==> config.mk <==
export PLATFORM = sky130hd
export DESIGN_NAME = slot_sched
export DESIGN_NICKNAME = d
export VERILOG_FILES = /design/src/rtl/slot_sched_pkg.sv /design/src/rtl/slot_elig.sv /design/src/rtl/slot_pick.sv /design/src/rtl/slot_ptr.sv /design/src/rtl/slot_sched.sv
export SDC_FILE = /design/constraint.sdc
export NUM_CORES = 1
export LEC_CHECK = 0
export BUFFER_PORTS_ARGS = -buffer_cell sky130_fd_sc_hd__buf_2
export CAP_MARGIN = 10
export CORE_UTILIZATION = 54
export CTS_CLUSTER_DIAMETER = 40
export DETAILED_ROUTE_END_ITERATION = 8
export PLACE_DENSITY = 0.86
export SLEW_MARGIN = 25
export SYNTH_ARGS = -nofsm -noshare
export SYNTH_HDL_FRONTEND = slang
export SYNTH_SLANG_ARGS = --single-unit
==> constraint.sdc <==
create_clock -name clk -period 6.5 [get_ports clk]
set_clock_uncertainty 0.1 [all_clocks]
set_input_delay 0.325 -clock clk [delete_from_list [all_inputs] [get_ports clk]]
set_output_delay 0.325 -clock clk [all_outputs]
set_load 0.005 [all_outputs]
==> src/rtl/slot_sched_pkg.sv <==
package slot_sched_pkg;
  typedef enum logic {MODE_RR = 1'b0, MODE_ACCEL = 1'b1} sched_mode_e;
endpackage

==> src/rtl/slot_elig.sv <==
module slot_elig #(
  parameter int NUM_CH = 8
) (
  input  logic [NUM_CH-1:0] en_i,
  input  logic [NUM_CH-1:0] susp_i,
  input  logic [NUM_CH-1:0] busy_i,
  output logic [NUM_CH-1:0] rr_ok_o,
  output logic [NUM_CH-1:0] acc_ok_o
);
  for (genvar c = 0; c < NUM_CH; c++) begin : g_ch
    assign rr_ok_o[c]  = en_i[c] & ~susp_i[c];
    assign acc_ok_o[c] = en_i[c] & ~susp_i[c] & ~busy_i[c];
  end
endmodule

==> src/rtl/slot_pick.sv <==
module slot_pick #(
  parameter int NUM_CH = 8,
  parameter int PW     = $clog2(NUM_CH + 1)
) (
  input  logic [NUM_CH-1:0] elig_i,
  input  logic [PW-1:0]     ptr_i,
  output logic              found_o,
  output logic [PW-1:0]     idx_o
);
  // lowest qualifying channel at or above the pointer
  always_comb begin
    found_o = 1'b0;
    idx_o   = '0;
    for (int i = NUM_CH - 1; i >= 0; i--) begin
      if (elig_i[i] && (PW'(i) >= ptr_i)) begin
        found_o = 1'b1;
        idx_o   = PW'(i);
      end
    end
  end
endmodule

==> src/rtl/slot_ptr.sv <==
module slot_ptr #(
  parameter int PW = 4
) (
  input  logic                        clk,
  input  logic                        rst,
  input  logic [PW-1:0]               ptr_d_i,
  input  slot_sched_pkg::sched_mode_e mode_d_i,
  output logic [PW-1:0]               ptr_q_o,
  output slot_sched_pkg::sched_mode_e mode_q_o
);
  always_ff @(posedge clk) begin
    if (rst) begin
      ptr_q_o  <= '0;
      mode_q_o <= slot_sched_pkg::MODE_RR;
    end else begin
      ptr_q_o  <= ptr_d_i;
      mode_q_o <= mode_d_i;
    end
  end
endmodule

==> src/rtl/slot_sched.sv <==
module slot_sched #(
  parameter int NUM_CH = 8
) (
  input  logic              clk,
  input  logic              rst,
  input  logic              accel_i,
  input  logic [NUM_CH-1:0] ch_en_i,
  input  logic [NUM_CH-1:0] ch_susp_i,
  input  logic [NUM_CH-1:0] ch_busy_i,
  output logic [NUM_CH:0]   grant_o
);
  import slot_sched_pkg::*;

  localparam int PW = $clog2(NUM_CH + 1);
  localparam int CW = (NUM_CH > 1) ? $clog2(NUM_CH) : 1;
  localparam int GW = NUM_CH + 1;
  localparam logic [PW-1:0] CPU_POS = PW'(NUM_CH);
  localparam logic [GW-1:0] CPU_GNT = GW'(1) << NUM_CH;

  logic [NUM_CH-1:0] rr_ok, acc_ok;
  logic [PW-1:0]     ptr_q, ptr_d, pick_idx;
  logic              pick_found;
  sched_mode_e       mode_q, mode_eff;
  logic [GW-1:0]     gnt_d;
  logic [CW-1:0]     ch_idx;

  slot_elig #(.NUM_CH(NUM_CH)) u_elig (
    .en_i(ch_en_i), .susp_i(ch_susp_i), .busy_i(ch_busy_i),
    .rr_ok_o(rr_ok), .acc_ok_o(acc_ok)
  );

  slot_pick #(.NUM_CH(NUM_CH), .PW(PW)) u_pick (
    .elig_i(acc_ok), .ptr_i(ptr_q),
    .found_o(pick_found), .idx_o(pick_idx)
  );

  slot_ptr #(.PW(PW)) u_ptr (
    .clk(clk), .rst(rst),
    .ptr_d_i(ptr_d), .mode_d_i(mode_eff),
    .ptr_q_o(ptr_q), .mode_q_o(mode_q)
  );

  // mode is resampled only at the start of a round
  assign mode_eff = (ptr_q == '0) ? sched_mode_e'(accel_i) : mode_q;
  assign ch_idx   = ptr_q[CW-1:0];

  always_comb begin
    gnt_d = CPU_GNT;
    ptr_d = '0;
    if (ptr_q == CPU_POS) begin
      gnt_d = CPU_GNT;
      ptr_d = '0;
    end else if (mode_eff == MODE_RR) begin
      ptr_d = ptr_q + PW'(1);
      gnt_d = rr_ok[ch_idx] ? (GW'(1) << ptr_q) : CPU_GNT;
    end else if (pick_found) begin
      gnt_d = GW'(1) << pick_idx;
      ptr_d = pick_idx + PW'(1);
    end else begin
      gnt_d = CPU_GNT;
      ptr_d = '0;
    end
  end

  always_ff @(posedge clk) begin
    if (rst) grant_o <= CPU_GNT;
    else     grant_o <= gnt_d;
  end
endmodule

Word level (Yosys, flattened, before mapping). Index checks and enable logic that the tools add are counted.

Bits in registers: 14. Bits of input ports: 27. Output and inout bits: 9. Word-level logic and storage cells: 83.

Add/sub/neg operators: 2. $lt $le $gt $ge: 9. Equal/unequal tests: 1. Shift-type cells: 2. Multiplexer cells: 24. Bitwise logic cells: 32. Reductions and logical operators: 10.

Operators with widths (count): 9-bit 2-to-1 mux (3); 3-bit 2-to-1 mux (8); 1-bit by 4-bit left shift with 9-bit output, first input constant (2); 1-bit bitwise AND (16); 3-bit by 4-bit >= comparator with 1-bit output, first input constant (4); 1-bit inverter (16); 1-bit 2-to-1 mux (10); 4-bit by 1-bit adder with 4-bit output, second input constant (2); 1-bit by 4-bit >= comparator with 1-bit output, first input constant (2); 2-bit by 4-bit >= comparator with 1-bit output, first input constant (2); 1-bit logical AND (8); 4-bit 2-to-1 mux (2); 4-bit == test, second input constant (1); 4-bit logical NOT (1); 3-bit by 4-bit less-than comparator with 1-bit output, second input constant (1); 1-bit binary-select mux with 3-bit select (1); 2-bit OR reduction (1).

Longest topological paths before layout.
Depth in word-level cells: 15. Depth in mapped cells: 12. Mapped depth without buffers: 10.

By module. From an unflattened synthesis, not the netlist that was laid out.

Cells, all modules: 152. Area total of the unflattened synthesis: 1365.1 um2.

Modules (own cells, without submodules): slot_sched (times used 1, cells an instance 86, area each 835.8 um2, seq. area each 180.2 um2); slot_pick (times used 1, cells an instance 40, area each 247.7 um2, seq. area each 0.0 um2); slot_elig (times used 1, cells an instance 16, area each 150.1 um2, seq. area each 0.0 um2); slot_ptr (times used 1, cells an instance 10, area each 131.4 um2, seq. area each 100.1 um2).

Least setup slack after synthesis. Ideal clock, no wire load.

Kind: flip-flop to flip-flop. Start point: register u_ptr.ptr_q_o[0]. End point: register u_ptr.ptr_q_o[2]. Setup time: 0.120 ns. Arrival time: 2.454 ns. Required time: 6.280 ns. Setup slack: 3.826 ns. Cell stages (with the launch flop): 13. Buffers on the path: 2. Period minus slack after synthesis: 2.674 ns. Cells stage by stage: dfxtp_1 -> inv_1 -> ha_1 -> or3b_1 -> buf_6 -> or3_4 -> buf_6 -> a31oi_2 -> o21ai_2 -> ha_1 -> ha_1 -> o211ai_1 -> a21oi_1.

Cells in the longest elaborated chain, start to end: 13. Elaborated cells on any way between the ends: 40. Classes of those cells: add/sub: 2; order compare: 8; eq/ne: 1; mux: 19; reduce/logical: 10.

Ends and longest elaborated chain: start: declaration (line slot_ptr.sv:8) `output logic [PW-1:0] ptr_q_o,`; start signal: assignment (line slot_ptr.sv:16) `ptr_q_o <= ptr_d_i;`; 3-bit by 4-bit >= comparator with 1-bit output (line slot_pick.sv:15) `if (elig_i[i] && (PW'(i) >= ptr_i)) begin`; 1-bit logical AND (line slot_pick.sv:15); 3-bit 2-to-1 mux (8 in a row) (line slot_pick.sv:15); 4-bit by 1-bit adder with 4-bit output (line slot_sched.sv:58) `ptr_d = pick_idx + PW'(1);`; 4-bit 2-to-1 mux (line slot_sched.sv:56) `end else if (pick_found) begin`; 4-bit 2-to-1 mux (line slot_sched.sv:53) `end else if (mode_eff == MODE_RR) begin`.

Parallel ways exist; a longest one is shown, timed or not. A chain may end at the register's enable or synchronous reset.

Worst setup path after layout. Ends and elaborated chain as after synthesis.

==> impl_metrics.py <==
metrics = {
    "status": {
        "outcome": "completed",
    },
    "worst_hold_path": {
        "min_to": "u_ptr.mode_q_o$_SDFF_PP0_",
        "min-delay-path-class": "primary input to register",
        "timing.hold.worst_path_depth": 2,
        "worst_min_path_start": "rst",
    },
    "global_route": {
        "globalRouteMet3Util": 0.0566,
        "grt.total_usage": 0.272,
        "number_of_global_route_vias_before_repair": 1040,
        "global_route.overflow_total": 0,
        "grt_start_max_net_pins": 12,
        "most_utilized_layer_in_the_global_route_result": "met2",
        "antenna_found_initial": 0,
        "grtUsageMet2": 0.493,
        "met1_usage": 0.300,
        "grt_first_pass_wirelength_um": 4330,
    },
    "routing": {
        "drt_iter0_markers": 28,
        "post-route-drc-count": 0,
        "via_count": 1097,
        "totalWireLength_um": 2680,
        "vias_per_cell": 6.09,
        "antenna_violating_nets_post_route": 0,
        "drt_pass1_iterations": 4,
        "routed_wire_length_per_instance_um": 14.9,
    },
    "floorplanning": {
        "rows": 16,
        "die-width_um": 47.5,
        "initial_utilization": 0.570,
        "io_pins": 36,
        "die_area_um2": 2250,
        "fp.coreArea_um2": 1960,
        "die-height_um": 47.5,
    },
    "clocking": {
        "clock_sinks": 14,
        "clk_root_buffer_cell": "sky130_fd_sc_hd__clkbuf_4",
        "worst_skew_pair.late_latency_ns": 0.29,
        "numCtsBuffers": 3,
        "tritoncts": "yes",
        "path_clk_slew_ns": 0.09,
        "clock_tree.buffer_depth": 2,
        "clock_tree.htree_level_count": 1,
        "cts_post_setup_buffers_inserted": 0,
        "cts_repair_resize_count": 0,
        "cts_hold_buf": 0,
    },
    "setup_path": {
        "critical_path_class": "register to register",
        "critical_path.max_fanout": 7,
        "required_ns": 6.63,
        "worst_r2r_path_depth": 10,
        "setup.worst_path.start_class": "register",
        "arrival_ns": 2.99,
        "r2r_slack_ns": 3.65,
        "worstReg2RegStart": "u_ptr.ptr_q_o[0]$_SDFF_PP0_",
        "timing.rr.end": "u_ptr.ptr_q_o[2]$_SDFF_PP0_",
        "worstSetupEndpointType": "register",
    },
    "final_layout": {
        "layout-area-overhead-vs-synth_pct": 17.6,
        "drive_above_1_share": 0.346,
        "n_antenna_cell": 0,
        "final_common_cell": "sky130_fd_sc_hd__buf_2",
        "layout.cells.most_common_list": "35 x sky130_fd_sc_hd__buf_2, 14 x sky130_fd_sc_hd__dfxtp_1, 12 x sky130_fd_sc_hd__ha_1",
        "finalNonFillerCells": 180,
        "layout.nets": 193,
    },
    "sta": {
        "report.final.slew_viol_count": 0,
        "final_period_minus_worst_setup_slack_ns": 2.85,
        "tightestPinTransition_ns": 0.680,
        "post-route-worst-setup-slack_ns": 3.65,
        "grt_setup_unrepaired": "false",
        "tightest_slew_margin_relative_to_the_limit": 0.534,
        "setup_viol_count_final": 0,
        "fin_crit_sh": 0.439,
        "timing.final.hold_violations": 0,
        "setup_total_negative_slack_ns": 0,
        "fmax_ghz": 0.350,
    },
    "logic_synthesis": {
        "mapped_nets": 158,
        "syn_avg_cell_area_um2": 9.39,
        "synth.ff_latch_count": 14,
        "post_synthesis_sequential_area_ratio": 0.251,
        "ys_warn_count": 0,
        "syn_inst": 119,
        "cell_area_after_synthesis_um2": 1120,
        "synth_edf_count": 0,
        "synth.lib_cells_used.distinct": 47,
        "synthTopCellsByArea": "sky130_fd_sc_hd__dfxtp_1 25%, sky130_fd_sc_hd__ha_1 13%, sky130_fd_sc_hd__nand2b_1 4.5%",
        "synth_top_area_frac": 0.251,
        "synth-async-reset-ratio": 0,
        "synth_ff_type": "sky130_fd_sc_hd__dfxtp_1",
        "yosys.area.top_type": "sky130_fd_sc_hd__dfxtp_1",
    },
    "placement": {
        "finalWeightedCongestion": 0.952,
        "placement.io_buffers": 35,
        "dp_worst_setup_slack_ns": 3.70,
        "hpwlAfterDp_um": 2110,
        "placed_cells": 176,
    },
    "power": {
        "p_per_area_nw_per_um2": 305,
        "vdd_ir_max_v": 0.000184,
        "leakagePower_nw": 0.587,
    },
    "flow_run": {
        "max_cap_violations": 0,
    },
}
-- how the worst max path moves through the flow --
stage / startpoint / depth (start not counted) / slack, ns / endpoint
2_1_floorplan: u_ptr.ptr_q_o[0]$_SDFF_PP0_ / 12 / 3.83 / u_ptr.ptr_q_o[2]$_SDFF_PP0_
3_3_place_gp: u_ptr.ptr_q_o[0]$_SDFF_PP0_ / 10 / 3.83 / u_ptr.ptr_q_o[2]$_SDFF_PP0_
3_5_place_dp: u_ptr.ptr_q_o[0]$_SDFF_PP0_ / 10 / 3.70 / u_ptr.ptr_q_o[2]$_SDFF_PP0_
4_1_cts: u_ptr.ptr_q_o[0]$_SDFF_PP0_ / 10 / 3.66 / u_ptr.ptr_q_o[2]$_SDFF_PP0_
5_1_grt: u_ptr.ptr_q_o[1]$_SDFF_PP0_ / 10 / 3.48 / u_ptr.ptr_q_o[2]$_SDFF_PP0_
6_report: u_ptr.ptr_q_o[0]$_SDFF_PP0_ / 10 / 3.65 / u_ptr.ptr_q_o[2]$_SDFF_PP0_
-- report_power, final --
part           switching (mW)  internal [mW]
registers              0.0227          0.104
logic                   0.119         0.0890
clock network          0.0322         0.0342
-- final cells by class --
type                       instances  area (µm²)
multi-input combinational         93         762
fill                             177         648
sequential                        14         280
timing repair buffer              35         175
clock buffer                       4        36.3
tap                               27        33.8
inverter                           7        26.3
-- cells in the mapped netlist (all sizes together), types with 3 or more instances --
cell type,number
ha,12
inv,7
or3,3
nor3,4
nand2,7
nor4,3
nand4,4
nor2,5
buf,5
nand2b,8
a21oi,7
a32o,4
nor4b,3
dfxtp,14
-- state kept, by name, summed over array words and instances (netlist names) --
signal / cells
u_ptr.ptr_q_o: 4
u_ptr.mode_q_o: 1
grant_o: 9
-- metal layers --
layer | share of wire | vias up
li1 | - | 512
met3 | 0.071 | 7
met5 | 0 | -
met1 | 0.39 | 519
met4 | 0.021 | 0
met2 | 0.51 | 59
-- critical path, cell delays in order, from the launching register on --
cell                       delay [ns]
sky130_fd_sc_hd__dfxtp_1         0.40
sky130_fd_sc_hd__inv_1           0.12
sky130_fd_sc_hd__ha_1            0.23
sky130_fd_sc_hd__or3b_1          0.46
sky130_fd_sc_hd__or3_4           0.45
sky130_fd_sc_hd__a31oi_2         0.16
sky130_fd_sc_hd__o21ai_2         0.12
sky130_fd_sc_hd__ha_1            0.23
sky130_fd_sc_hd__ha_1            0.29
sky130_fd_sc_hd__o211ai_1        0.09
sky130_fd_sc_hd__a21oi_1         0.15
-- kinds of logic after synthesis --
logic type	after synthesis	synth area share
xor+xnor	1	0.00784
simple gates	49	0.288
flops	14	0.251
compound gates	26	0.179
mux	5	0.0728
fa+ha+maj	12	0.134
buf+inv	12	0.0672
-- through the flow --
stage	hold WS [ns]	utilization	power (mW)	instance area [µm²]
floorplan	0.297	-	0.288	1120
global route	0.143	0.670	0.427	1310
detailed placement	0.447	0.651	0.330	1280
finish	0.139	0.670	0.401	1310
global placement	0.450	0.651	0.323	1280
CTS	0.138	0.670	0.395	1310
Power figures use the tool's default switching activity.
